File: config.mk
export PLATFORM = sky130hd
export DESIGN_NAME = rxq_top
export DESIGN_NICKNAME = d
export VERILOG_FILES = /design/src/rtl/rxq_pkg.sv /design/src/rtl/rxq_data.sv /design/src/rtl/rxq_ctrl.sv /design/src/rtl/rxq_top.sv
export SDC_FILE = /design/constraint.sdc
export NUM_CORES = 1
export LEC_CHECK = 0
export BUFFER_PORTS_ARGS = -buffer_cell sky130_fd_sc_hd__buf_4
export CAP_MARGIN = 20
export CORE_MARGIN = 2
export CORE_UTILIZATION = 59
export DETAILED_ROUTE_END_ITERATION = 12
export PLACE_DENSITY = 0.77
export SKIP_LAST_GASP = 1
export SLEW_MARGIN = 20
export SYNTH_ARGS = -nofsm -noshare
export SYNTH_HDL_FRONTEND = slang
export SYNTH_SLANG_ARGS = --single-unit
File: constraint.sdc
create_clock -name clk -period 4.2 [get_ports clk]
set_input_delay 0.21 -clock clk [delete_from_list [all_inputs] [get_ports clk]]
set_output_delay 0.21 -clock clk [all_outputs]
set_load 0.01 [all_outputs]
File: src/rtl/rxq_pkg.sv
package rxq_pkg;
  typedef struct packed {
    logic [7:0] data;
    logic       pe;
    logic       fe;
    logic       brk;
  } rxEntry_t;

  typedef struct packed {
    logic     push;
    logic     pop;
    rxEntry_t wrEntry;
  } rxStrobe_t;
endpackage

File: src/rtl/rxq_data.sv
module rxq_data import rxq_pkg::*; #(
  parameter int DEPTH = 16,
  localparam int AW = $clog2(DEPTH)
) (
  input  logic      clk,
  input  logic      rstN,
  input  rxStrobe_t strobe,
  output rxEntry_t  headEntry,
  output logic [AW:0] count
);
  localparam logic [AW:0] FULL_LVL = (AW+1)'(DEPTH);

  rxEntry_t mem [DEPTH];
  logic [AW-1:0] rdPtr, wrPtr;

  always_ff @(posedge clk) begin
    if (strobe.push) mem[wrPtr] <= strobe.wrEntry;
  end

  always_ff @(posedge clk or negedge rstN) begin
    if (!rstN) begin
      rdPtr <= '0;
      wrPtr <= '0;
      count <= '0;
    end else begin
      if (strobe.push) wrPtr <= wrPtr + 1'b1;
      if (strobe.pop)  rdPtr <= rdPtr + 1'b1;
      case ({strobe.push, strobe.pop})
        2'b10:   count <= count + 1'b1;
        2'b01:   count <= count - 1'b1;
        default: count <= count;
      endcase
    end
  end

  assign headEntry = mem[rdPtr];

  assert_push_has_room_R3: assert property (@(posedge clk) disable iff (!rstN)
    strobe.push |-> (count < FULL_LVL));
  assert_pop_nonempty_R1: assert property (@(posedge clk) disable iff (!rstN)
    strobe.pop |-> (count != '0));
endmodule

File: src/rtl/rxq_ctrl.sv
module rxq_ctrl import rxq_pkg::*; #(
  parameter int DEPTH = 16,
  localparam int AW = $clog2(DEPTH)
) (
  input  logic        clk,
  input  logic        rstN,
  input  logic        fifoMode,
  input  logic        dmaEn,
  input  logic [AW:0] trigLevel,
  input  logic [1:0]  dataSel,
  input  logic        parityEn,
  input  logic        stopTwo,
  input  logic        charValid,
  input  logic [7:0]  charData,
  input  logic        charPe,
  input  logic        charFe,
  input  logic        rxLine,
  input  logic        bitTick,
  input  logic        popReq,
  input  logic        statusRead,
  input  logic [AW:0] count,
  input  rxEntry_t    headEntry,
  output rxStrobe_t   strobe,
  output logic        dataReady,
  output logic        headBreak,
  output logic        fifoErr,
  output logic        overrun,
  output logic        dmaReq,
  output logic        errIrq
);
  localparam logic [AW:0] FULL_LVL = (AW+1)'(DEPTH);

  logic [3:0] frameLen, lowCnt;
  logic armed, brkPush, brkAck, full, pushReq, pushTag, headTag;
  logic [AW:0] errCnt;
  rxEntry_t pushEntry;

  assign frameLen = 4'd7 + {2'b00, dataSel} + {3'b000, parityEn} + {3'b000, stopTwo};
  assign brkPush  = !rxLine && bitTick && armed && (lowCnt == frameLen);

  always_ff @(posedge clk or negedge rstN) begin
    if (!rstN) begin
      lowCnt <= '0;
      armed  <= 1'b1;
    end else if (rxLine) begin
      lowCnt <= '0;
      if (bitTick) armed <= 1'b1;
    end else if (bitTick && armed) begin
      if (brkPush) begin
        lowCnt <= '0;
        armed  <= 1'b0;
      end else begin
        lowCnt <= lowCnt + 1'b1;
      end
    end
  end

  assign full      = fifoMode ? (count == FULL_LVL) : (count != '0);
  assign dataReady = (count != '0);
  assign pushReq   = brkPush || charValid;
  assign pushEntry = brkPush ? '{data: 8'h00, pe: 1'b0, fe: 1'b0, brk: 1'b1}
                             : '{data: charData, pe: charPe, fe: charFe, brk: 1'b0};
  assign pushTag   = pushEntry.pe || pushEntry.fe || pushEntry.brk;
  assign headTag   = headEntry.pe || headEntry.fe || headEntry.brk;

  always_comb begin
    strobe.push    = pushReq && !full;
    strobe.pop     = popReq && dataReady;
    strobe.wrEntry = pushEntry;
  end

  always_ff @(posedge clk or negedge rstN) begin
    if (!rstN) begin
      errCnt  <= '0;
      overrun <= 1'b0;
      brkAck  <= 1'b0;
    end else begin
      case ({strobe.push && pushTag, strobe.pop && headTag})
        2'b10:   errCnt <= errCnt + 1'b1;
        2'b01:   errCnt <= errCnt - 1'b1;
        default: errCnt <= errCnt;
      endcase
      if (pushReq && full)   overrun <= 1'b1;
      else if (statusRead)   overrun <= 1'b0;
      if (strobe.pop)                    brkAck <= 1'b0;
      else if (statusRead && dataReady)  brkAck <= 1'b1;
    end
  end

  assign headBreak = dataReady && headEntry.brk && !brkAck;
  assign fifoErr   = fifoMode && (errCnt != '0);
  assign dmaReq    = dmaEn && fifoMode && dataReady && (count >= trigLevel) && !fifoErr;
  assign errIrq    = dmaEn && fifoErr;

  assert_errcnt_bound_R4: assert property (@(posedge clk) disable iff (!rstN)
    errCnt <= count);
  assert_empty_noerr_R4: assert property (@(posedge clk) disable iff (!rstN)
    (count == '0) |-> (errCnt == '0));
  assert_single_break_R8: assert property (@(posedge clk) disable iff (!rstN)
    brkPush |=> !brkPush);
endmodule

File: src/rtl/rxq_top.sv
module rxq_top import rxq_pkg::*; #(
  parameter int DEPTH = 16,
  localparam int AW = $clog2(DEPTH)
) (
  input  logic        clk,
  input  logic        rstN,
  input  logic        fifoMode,
  input  logic        dmaEn,
  input  logic [AW:0] trigLevel,
  input  logic [1:0]  dataSel,
  input  logic        parityEn,
  input  logic        stopTwo,
  input  logic        charValid,
  input  logic [7:0]  charData,
  input  logic        charPe,
  input  logic        charFe,
  input  logic        rxLine,
  input  logic        bitTick,
  input  logic        popReq,
  input  logic        statusRead,
  output logic        dataReady,
  output logic [7:0]  headData,
  output logic        headPe,
  output logic        headFe,
  output logic        headBreak,
  output logic        fifoErr,
  output logic        overrun,
  output logic        dmaReq,
  output logic        errIrq
);
  rxStrobe_t   strobe;
  rxEntry_t    headEntry;
  logic [AW:0] count;

  rxq_ctrl #(.DEPTH(DEPTH)) uCtrl (
    .clk(clk), .rstN(rstN), .fifoMode(fifoMode), .dmaEn(dmaEn),
    .trigLevel(trigLevel), .dataSel(dataSel), .parityEn(parityEn),
    .stopTwo(stopTwo), .charValid(charValid), .charData(charData),
    .charPe(charPe), .charFe(charFe), .rxLine(rxLine), .bitTick(bitTick),
    .popReq(popReq), .statusRead(statusRead), .count(count),
    .headEntry(headEntry), .strobe(strobe), .dataReady(dataReady),
    .headBreak(headBreak), .fifoErr(fifoErr), .overrun(overrun),
    .dmaReq(dmaReq), .errIrq(errIrq)
  );

  rxq_data #(.DEPTH(DEPTH)) uData (
    .clk(clk), .rstN(rstN), .strobe(strobe),
    .headEntry(headEntry), .count(count)
  );

  assign headData = headEntry.data;
  assign headPe   = headEntry.pe;
  assign headFe   = headEntry.fe;
endmodule

==> results of run 1 <==
[registers in the layout (all words and copies together), names as in the netlist]
name and cells:
uData.mem 176, uData.count 5, uCtrl.brkAck 1, uCtrl.overrun 1, uCtrl.errCnt 5, uData.wrPtr 4, uCtrl.armed 1, uData.rdPtr 4
uCtrl.lowCnt 4
[metal layers]
metal / vias to the layer above / global-route usage, % / wire, µm
met5: - / 0 / 0
met2: 174 / 38.4 / 8400
met3: 36 / 4.08 / 980
li1: 1984 / - / -
met1: 2269 / 31.9 / 6950
met4: 0 / 7.67 / 398
[worst register-to-register path, stage by stage, from the launching register on]
cell,delay [ps]
dfrtp_2,730
buf_4,400
mux4_2,550
nand2_1,90
nand3_1,120
o31a_1,270
ha_1,290
fa_1,440
a21o_1,210
a21oi_1,220
xor2_1,190
nor2_1,70
xor2_1,140
[power by group through the flow]
stage                     Combinational [mW]  Sequential (mW)  Clock, mW
after floorplan                         1.51             2.49          0
after global placement                  1.91             2.67          0
after detailed placement                1.96             2.68          0
after CTS                               1.97             2.64       1.65
after global routing                    2.12             2.67       1.73
final                                   1.95             2.64       1.63
[cells in the mapped netlist, types with 2 or more instances]
cell type	number
edfxtp_1	176
nand2_1	22
clkbuf_1	6
o31a_1	2
buf_1	2
nor2_1	20
mux4_2	52
nor3b_1	2
nand3_1	7
nand4_1	2
buf_6	2
xor2_1	10
nor3_1	5
inv_1	18
a21oi_1	7
dfrtp_1	24
nand2b_1	5
xnor2_1	10
o21ai_0	10
ha_1	22
fa_1	3
a21o_1	8
nor2b_1	13
a22oi_1	3
o31ai_1	2
buf_4	2
buf_2	7
[path summary, 6_finish.rpt]
kind	startpoint	endpoint	cells past startpoint
worst min-delay path	charValid	uCtrl.overrun	3
min in group asynchronous	rstN	uData.count[1]	2
worst max register to register	uData.rdPtr[0]	uCtrl.errCnt[4]	12
worst max-delay path	uData.rdPtr[0]	uCtrl.errCnt[4]	12
worst min register to register	uCtrl.errCnt[4]	uCtrl.errCnt[4]	1
max in group asynchronous	rstN	uCtrl.armed	2
[through the flow]
step	std cells	setup slack (ps)	hold WS, ps
after floorplan	460	515	-85.6
after global placement	705	468	137
after detailed placement	705	224	144
after CTS	745	315	1.25
after global routing	745	78.3	6.78
final	745	376	13.5
[cell type report]
| cell class | instances | area [µm²] |
|---|---|---|
| well taps | 180 | 225 |
| repair buffers | 89 | 678 |
| clock inverters | 8 | 51.3 |
| inverters | 19 | 71.3 |
| multi-input cells | 220 | 2390 |
| clock buffers | 28 | 551 |
| flip-flops and latches | 201 | 5910 |
| fillers | 863 | 4060 |
[kinds of logic after synthesis]
kind of cell               share of synthesized area [%]
AOI/OAI and AO/OA                                   2.62
xor gates and xnor gates                            2.07
adders and majority gates                           3.96
buffers and inverters                               2.11
DFF                                                 69.9
muxes                                               14.2
and+or+nand+nor                                     5.19
[repair_timing]
action	CTS	global route
hold buffers	4	0
hold endpoints to repair	28	0
setup endpoints to repair	0	0
==> summary.txt, run 1 <==
Layout
  – Utilization after layout: between 70% and 80%
  – # diodes: 0
  – Final nets: 604
  – Layout Area Growth over Synthesis: 16.8%
  – Post-route cell area: ~0.0099 mm²
  – Commonest non-fill, non-tap cells in the layout: edfxtp_1 (176), buf_4 (85), mux4_2 (52)
  – Commonest non-fill, non-tap cell in the layout: edfxtp_1
  – Layout cells sized above 1: 31.5%

Worst setup path
  – WP buf/inv: 1
  – Crit Path Max Fanout: 17
  – Worst path slowest cell: dfrtp_2
  – CP top delay family: flip-flops
  – CP max stage delay: 730 ps
  – Worst Path Arrival: between 4000 and 5000 ps
  – Worst setup EP type: flip-flop
  – Top cell by count, worst path: xor2_1
  – Crit path kind: reg -> reg
  – Required @ worst endpoint: ~4600 ps
  – FF-to-FF setup slack: between 300 and 400 ps
  – Cells along the critical path: buf_4, mux4_2, nand2_1, nand3_1, o31a_1, ha_1, fa_1, a21o_1, a21oi_1, xor2_1, nor2_1, xor2_1
  – CP Launch Type: flip-flop

Floorplan
  – Die Wd: 124 µm
  – Core ar.: around 0.014 mm²
  – Die ar.: approximately 0.015 mm²
  – I/O Pins: 44
  – Die H: 124 µm
  – Initial Util: about three fifths
  – Rows: 43

Place
  – Final HPWL DP: about 11 mm
  – Placed cell area: slightly above 0.009 mm²
  – PortBufs: 43
  – GPL Wtd Cong: about 0.86

Pwr
  – Int Pwr: roughly 4.3 mW
  – PnR Total Power: about 6.2 mW
  – Share of power burned in registers: 42.5%
  – Max VDD drop: between 0.4 and 0.5 mV
  – Sw Pwr: 1.87 mW
  – Sw Share: a little under a third
  – Power share of the clock group: roughly a quarter
  – Comb pwr share: between 30 and 40%
  – Lkg Pwr: approximately 3.6 nW
  – PwrDens: approximately 630 mW/mm²

Yosys
  – Ys async rst share: about an eighth
  – Synth Register Bits: roughly 200
  – Syn Nets: roughly 500
  – Syn Area/Cell: 18.4 µm²
  – Cells after Synth: 460
  – Synth top area share: a little over three fifths
  – Seq/Total Area, Yosys: between 60% and 70%
  – Synth unique cells: 45
  – Top post-synthesis cells by area: edfxtp_1 (62%), mux4_2 (14%), dfrtp_1 (7.1%), ha_1 (3.3%), xnor2_1 (1.0%)
  – Dominant synthesized flop cell: edfxtp_1
  – Yosys warnings: 0
  – Post-Syn Area: roughly 0.0085 mm²
  – Yosys top cell by area: edfxtp_1
  – EDFF count, synth: approximately 180

Routing
  – Vias per inst: 5.99
  – Iteration-0 DRC count of the detailed router: approximately 430
  – # DRC: 0
  – Post-Route WL: ~17 mm
  – Routed Antenna Nets: 0
  – Avg WL per Cell: 22.5 µm
  – Vias: roughly 4,500
  – Drt first pass iters: 4

Timing
  – Unrepaired setup endpoints after global routing: no
  – Final Hold Vio Count: 0
  – Tmin final: roughly 3800 ps
  – Worst slew pin tran: between 1000 and 1500 ps
  – Period Utilization, post-route: about 91%
  – Final Setup Violations: 0
  – Worst Clk Skew: 12.3 ps
  – Max-slew violations: 0
  – Fmax: between 0.2 and 0.3 GHz
  – Aggregate negative setup slack: 0 ps
  – Rel. slew slack: between 30% and 40%

Run
  – Max Cap Viol: 0

Run status
  – Status: completed

Clock network
  – H-tree depth: 1
  – Root buf cell: clkbuf_16
  – Postcts setup bufs: 0
  – Clk sinks: 201
  – CTS Buf Count: 20
  – TritonCTS clock tree: yes
  – Clk Latency, worst-skew pair: roughly 490 ps
  – Clock-pin slew on the worst setup and hold paths: approximately 60 ps
  – Post-CTS sizing: 0
  – Max clock buf depth: 3

Worst hold path
  – HP Class: in -> reg

Global route
  – Overflow after GRT: 0
  – Vias in the first global route: around 4,500
  – First-pass GRT wire length: between 20 and 30 mm
  – Largest net degree at the start of global routing: 26
  – Initial antenna violation count: 0
  – Aggregate global-route resource usage: a little under a quarter
(Power assumes the default switching activity.)
==> run 2, diff against run 1 <==
- BUFFER_PORTS_ARGS: -buffer_cell sky130_fd_sc_hd__buf_4 -> -buffer_cell sky130_fd_sc_hd__buf_2
==> summary.txt, run 2 (synthesized netlist as in run 1, its figures left out) <==
Run status
  – Status: completed

Routing
  – Vias per inst: 6.03 (+0.59%)
  – Avg WL per Cell: 22.6 µm (+0.83%)
  – Routed Antenna Nets: 0 (unchanged)
  – Drt first pass iters: 5 (+1)
  – Vias: 4,459 (-0.090%)
  – Post-Route WL: 16.8 mm (+0.16%)
  – Iteration-0 DRC count of the detailed router: 378 (-13%)
  – # DRC: 0 (unchanged)

Clock network
  – CTS Buf Count: 20 (unchanged)
  – Postcts setup bufs: 0 (unchanged)
  – Cts hold-fix bufs: 4 (unchanged)
  – Root buf cell: clkbuf_16
  – Post-CTS sizing: 0 (unchanged)
  – Clk Latency, worst-skew pair: 490 ps (about the same)
  – Clock-pin slew on the worst setup and hold paths: 60 ps (about the same)
  – TritonCTS clock tree: yes
  – Clk sinks: 201 (unchanged)
  – H-tree depth: 1 (unchanged)
  – Max clock buf depth: 3 (unchanged)

Worst setup path
  – Worst Path Arrival: 4020 ps (-180 ps)
  – Crit path kind: reg -> reg
  – CP Launch Type: flip-flop
  – Crit Path Max Fanout: 19 (+2)
  – Required @ worst endpoint: 4560 ps (-20 ps)
  – Worst setup EP type: flip-flop

Layout
  – # diodes: 0 (unchanged)
  – Regs by FF count: uData.mem (176), uCtrl.errCnt (5), uData.count (5)
  – Layout cells sized above 1: 31.8% (+0.28 points)
  – Commonest non-fill, non-tap cells in the layout: edfxtp_1 (176), mux4_2 (52), buf_2 (43)
  – Commonest non-fill, non-tap cell in the layout: edfxtp_1
  – Multi-input combinational cell area: 0.00239 mm² (+0.10%)
  – Register area: 0.00591 mm² (unchanged)
  – Layout Area Growth over Synthesis: 15.6%
  – Final nets: 599 (-0.83%)
  – Biggest register: uData.mem
  – Non-Filler Instances: 740 (-0.67%)
  – Number of flip-flops in the largest register: 176 (unchanged)
  – # fillers: 839 (-2.8%)

Timing
  – Period Utilization, post-route: 87.1% (-4.0 points)
  – Max-slew violations: 0 (unchanged)
  – Unrepaired setup endpoints after global routing: no
  – Aggregate negative setup slack: 0 ps (unchanged)
  – Tmin final: 3660 ps (-168 ps)
  – Worst slew pin tran: 1090 ps (+80.9 ps)
  – Final Setup Violations: 0 (unchanged)
  – Fmax: 0.273 GHz (+4.6%)
  – Rel. slew slack: 27.5% (-5.4 points)
  – Final Hold Vio Count: 0 (unchanged)
  – Worst Clk Skew: 12.5 ps (+0.137 ps)

Global route
  – Vias in the first global route: 4,592 (+1.3%)
  – First-pass GRT wire length: 26.0 mm (+1.0%)
  – Largest net degree at the start of global routing: 26 (unchanged)
  – Overflow after GRT: 0 (unchanged)
  – Initial antenna violation count: 0 (unchanged)
  – Aggregate global-route resource usage: 23.6% (+0.34 points)

Pwr
  – Comb pwr share: 30.0% (-1.3 points)
  – Sw Pwr: 1.88 mW (+0.66%)
  – Max VDD drop: 0.367 mV (-13%)
  – Lkg Pwr: 3.57 nW (-1.0%)
  – Sw Share: 30.2% (+0.057 points)
  – Power share of the clock group: 27.7% (+1.5 points)
  – PwrDens: 639 mW/mm² (+1.5%)
  – Share of power burned in registers: 42.4% (about the same)
  – Int Pwr: 4.36 mW (+0.39%)

Worst hold path
  – HP Class: in -> reg

Floorplan
  – Core ar.: 0.0139 mm² (unchanged)
  – Die Wd: 124 µm (unchanged)
  – Die ar.: 0.0153 mm² (unchanged)
  – Initial Util: 60.7% (unchanged)
  – I/O Pins: 44 (unchanged)
  – Die H: 124 µm (unchanged)
  – Rows: 43 (unchanged)

Place
  – Cells after DPL: 700 (-0.71%)
  – Final HPWL DP: 10.7 mm (-3.7%)
  – PortBufs: 43 (unchanged)
  – GPL Wtd Cong: 0.813 (-4.9%)

Run
  – Max Cap Viol: 0 (unchanged)
-- run 2: critical path: stages, from the launching register on --
cell and delay [ps]:
dfrtp_2 770, mux4_2 610, a22oi_1 220, nand3_1 150, o31a_1 320, ha_1 280, fa_1 430, a21o_1 200
a21oi_1 170, xor2_1 170, nor2_1 60, xor2_1 140
-- run 2: through the flow --
step                setup WS, ps  util, %  total power [mW]  hold slack [ps]  area (µm²)
global route                 340     70.2              6.56             72.1        9780
finish                       544     70.2              6.24             28.7        9780
floorplan                    515        -              4.01            -85.6        8460
detailed placement           246     65.3              4.56              254        9090
global placement             447     65.3              4.48              244        9090
CTS                          528     70.2              6.30             12.7        9780
-- run 2: worst paths after layout --
kind	startpoint	to	slack, ps	cells after the start
setup reg to reg	uData.rdPtr[0]	uCtrl.errCnt[4]	540	11
max in group asynchronous	rstN	uData.rdPtr[1]	3490	2
hold reg to reg	uCtrl.errCnt[4]	uCtrl.errCnt[4]	480	1
min in group asynchronous	rstN	uData.count[0]	270	2
hold / removal	charValid	uCtrl.overrun	30	3
setup / recovery	uData.rdPtr[0]	uCtrl.errCnt[4]	540	11
-- run 2: layer usage --
layer	track usage, %	share of wire [%]
met1	33.0	42
met3	3.43	6.3
met5	0	0
met2	39.6	50
met4	6.18	1.8
-- run 2: final cells by class --
| type | instances | share of cell area, % |
|---|---|---|
| multi-input cells | 220 | 24.5 |
| well taps | 180 | 2.30 |
| flip-flops and latches | 201 | 60.5 |
| inverters | 19 | 0.729 |
| clock buffers | 21 | 5.16 |
| clock inverters | 15 | 1.42 |
| repair buffers | 84 | 5.45 |
-- run 2: power by group through the flow --
stage / clock (mW) / sequential [mW] / combinational [mW]
after floorplan: 0 / 2.49 / 1.51
after global placement: 0 / 2.66 / 1.82
after detailed placement: 0 / 2.68 / 1.88
after CTS: 1.76 / 2.64 / 1.90
after global routing: 1.84 / 2.67 / 2.06
final: 1.73 / 2.64 / 1.87
==> run 3, diff against run 2 <==
- CORE_MARGIN: 2 -> 3
==> summary.txt, run 3 (synthesized netlist as in run 1, its figures left out) <==
Timing
  – Hold_ws: 69.2 ps (+40.4 ps)
  – Final Setup Violations: 0 (unchanged)
  – Unrepaired setup endpoints after global routing: no
  – Tmin final: 3680 ps (+25.9 ps)
  – Aggregate negative setup slack: 0 ps (unchanged)
  – Worst slew pin tran: 1060 ps (-27.4 ps)
  – Worst Clk Skew: 16.0 ps (+3.57 ps)
  – Fmax: 0.272 GHz (-0.70%)
  – Max-slew violations: 0 (unchanged)
  – Period Utilization, post-route: 87.7% (+0.62 points)
  – Slack of the critical path: 518 ps (-25.9 ps)
  – Final Hold Vio Count: 0 (unchanged)
  – Rel. slew slack: 29.3% (+1.8 points)

Floorplan
  – I/O Pins: 44 (unchanged)
  – Core ar.: 0.0139 mm² (unchanged)
  – Die H: 126 µm (+1.6%)
  – Die Wd: 126 µm (+1.6%)
  – Initial Util: 60.7% (unchanged)
  – Die ar.: 0.0158 mm² (+3.3%)
  – Rows: 43 (unchanged)

Layout
  – Number of flip-flops in the largest register: 176 (unchanged)
  – Layout cells sized above 1: 31.6% (-0.23 points)
  – # diodes: 0 (unchanged)
  – Final nets: 603 (+0.67%)
  – Commonest non-fill, non-tap cells in the layout: edfxtp_1 (176), mux4_2 (52), buf_2 (43)
  – Non-Filler Instances: 741 (+0.14%)
  – Layout Area Growth over Synthesis: 15.6% (about the same)
  – Biggest register: uData.mem
  – Commonest non-fill, non-tap cell in the layout: edfxtp_1
  – Regs by FF count: uData.mem (176), uCtrl.errCnt (5), uData.count (5)

Routing
  – Avg WL per Cell: 23.1 µm (+1.8%)
  – # DRC: 0 (unchanged)
  – Vias: 4,495 (+0.81%)
  – Post-Route WL: 17.1 mm (+2.0%)
  – Iteration-0 DRC count of the detailed router: 480 (+27%)
  – Drt first pass iters: 5 (unchanged)
  – Routed Antenna Nets: 0 (unchanged)
  – Vias per inst: 6.07 (+0.67%)

Clock network
  – TritonCTS clock tree: yes
  – H-tree depth: 1 (unchanged)
  – Postcts setup bufs: 0 (unchanged)
  – Clk Latency, worst-skew pair: 490 ps (about the same)
  – CTS Buf Count: 21 (+5.0%)
  – Max clock buf depth: 3 (unchanged)
  – Clock-pin slew on the worst setup and hold paths: 60 ps (about the same)
  – Post-CTS sizing: 0 (unchanged)
  – Root buf cell: clkbuf_16
  – Clk sinks: 201 (unchanged)

Place
  – Place WS: 53.4 ps (-193 ps)
  – Final HPWL DP: 11.2 mm (+5.3%)
  – GPL Wtd Cong: 0.790 (-2.9%)
  – Cells after DPL: 703 (+0.43%)
  – PortBufs: 43 (unchanged)

Worst setup path
  – Required @ worst endpoint: 4560 ps (about the same)
  – Worst Path Arrival: 4040 ps (+20 ps)
  – Reg2reg end: uCtrl.errCnt[4]
  – RR Startpoint: uData.rdPtr[0]
  – Path depth of the worst reg2reg path: 12 (+1)
  – FF-to-FF setup slack: 520 ps (-30 ps)
  – CP max stage delay: 460 ps (-310 ps)
  – Worst setup EP type: flip-flop
  – Crit Path Max Fanout: 10 (-9)
  – Crit path kind: in -> reg
  – CP Launch Type: primary input
  – Worst path slowest cell: o31a_1
  – Cells along the critical path: buf_2, inv_1, ha_1, inv_1, ha_1, inv_1, fa_1, xor2_1, nor4bb_1, o31a_1, o21a_1, o31ai_1, ha_1, fa_1, a21o_1, a21oi_1, xor2_1, nor2_1, xor2_1

Worst hold path
  – Hold path depth: 3 (unchanged)
  – HP Class: in -> reg
  – Sink of the worst hold path: uCtrl.overrun
  – Hold path start: charValid

Global route
  – Largest net degree at the start of global routing: 26 (unchanged)
  – Aggregate global-route resource usage: 22.2% (-1.4 points)
  – First-pass GRT wire length: 26.8 mm (+3.1%)
  – Initial antenna violation count: 0 (unchanged)
  – Vias in the first global route: 4,661 (+1.5%)
  – Overflow after GRT: 0 (unchanged)

Run status
  – Status: completed

Pwr
  – Sw Share: 30.2% (+0.050 points)
  – Power share of the clock group: 27.0% (-0.7 points)
  – Sw Pwr: 1.88 mW (about the same)
  – Int Pwr: 4.35 mW (-0.22%)
  – Max VDD drop: 0.413 mV (+13%)
  – PwrDens: 637 mW/mm² (-0.19%)
  – Share of power burned in registers: 42.4% (about the same)
  – Lkg Pwr: 3.57 nW (+0.15%)
  – Comb pwr share: 30.6% (+0.6 points)

Run
  – Max Cap Viol: 0 (unchanged)
run 3: cell type report:
cell class | count | area (µm²)
clock inverter | 8 | 77.6
sequential | 201 | 5910
inverter | 19 | 71.3
fill | 861 | 4150
tap | 180 | 225
clock buffer | 26 | 544
timing repair buffer | 87 | 556
multi-input combinational | 220 | 2390
run 3: how the worst max path moves through the flow:
stage                               from         endpoint  slack (ps)  cells after the start
after floorplan               dataSel[0]  uCtrl.errCnt[4]         510                     18
after global placement        dataSel[0]  uCtrl.errCnt[4]         310                     19
after detailed placement      dataSel[0]  uCtrl.errCnt[4]          50                     19
after CTS                 uData.rdPtr[0]  uCtrl.errCnt[4]         470                     12
after global routing          dataSel[0]  uCtrl.errCnt[4]         260                     19
final                         dataSel[0]  uCtrl.errCnt[4]         520                     19
run 3: what timing repair did:
item                       in CTS  in global routing
setup endpoints to repair       0                  0
hold endpoints to repair       27                  0
hold buffers                    4                  0
run 3: layer usage:
metal	share of wire (%)	global-route usage (%)	up-vias
met5	0	0	-
met4	2.2	5.43	0
met3	6.3	3.18	28
met2	50	36.0	174
met1	42	33.0	2319
li1	-	-	1974
run 3: critical path: cells and delay by family:
kind	cells	cell delay, ps
adders and majority gates	5	1510
AOI/OAI and AO/OA	5	1140
xor gates and xnor gates	3	480
and+or+nand+nor	2	460
buffers and inverters	4	220
run 3: through the flow:
step / total power [mW] / util, % / instance area (µm²)
2_1_floorplan: 4.01 / - / 8460
3_3_place_gp: 4.49 / 65.4 / 9110
3_5_place_dp: 4.57 / 65.4 / 9110
4_1_cts: 6.29 / 70.2 / 9780
5_1_grt: 6.56 / 70.2 / 9780
6_report: 6.23 / 70.2 / 9780
run 3: power by group through the flow:
stage          logic, mW  registers [mW]  clock network (mW)
4_1_cts             1.94            2.64                1.71
5_1_grt             2.09            2.67                1.80
3_5_place_dp        1.89            2.68                   0
6_report            1.91            2.64                1.68
3_3_place_gp        1.83            2.66                   0
2_1_floorplan       1.51            2.49                   0
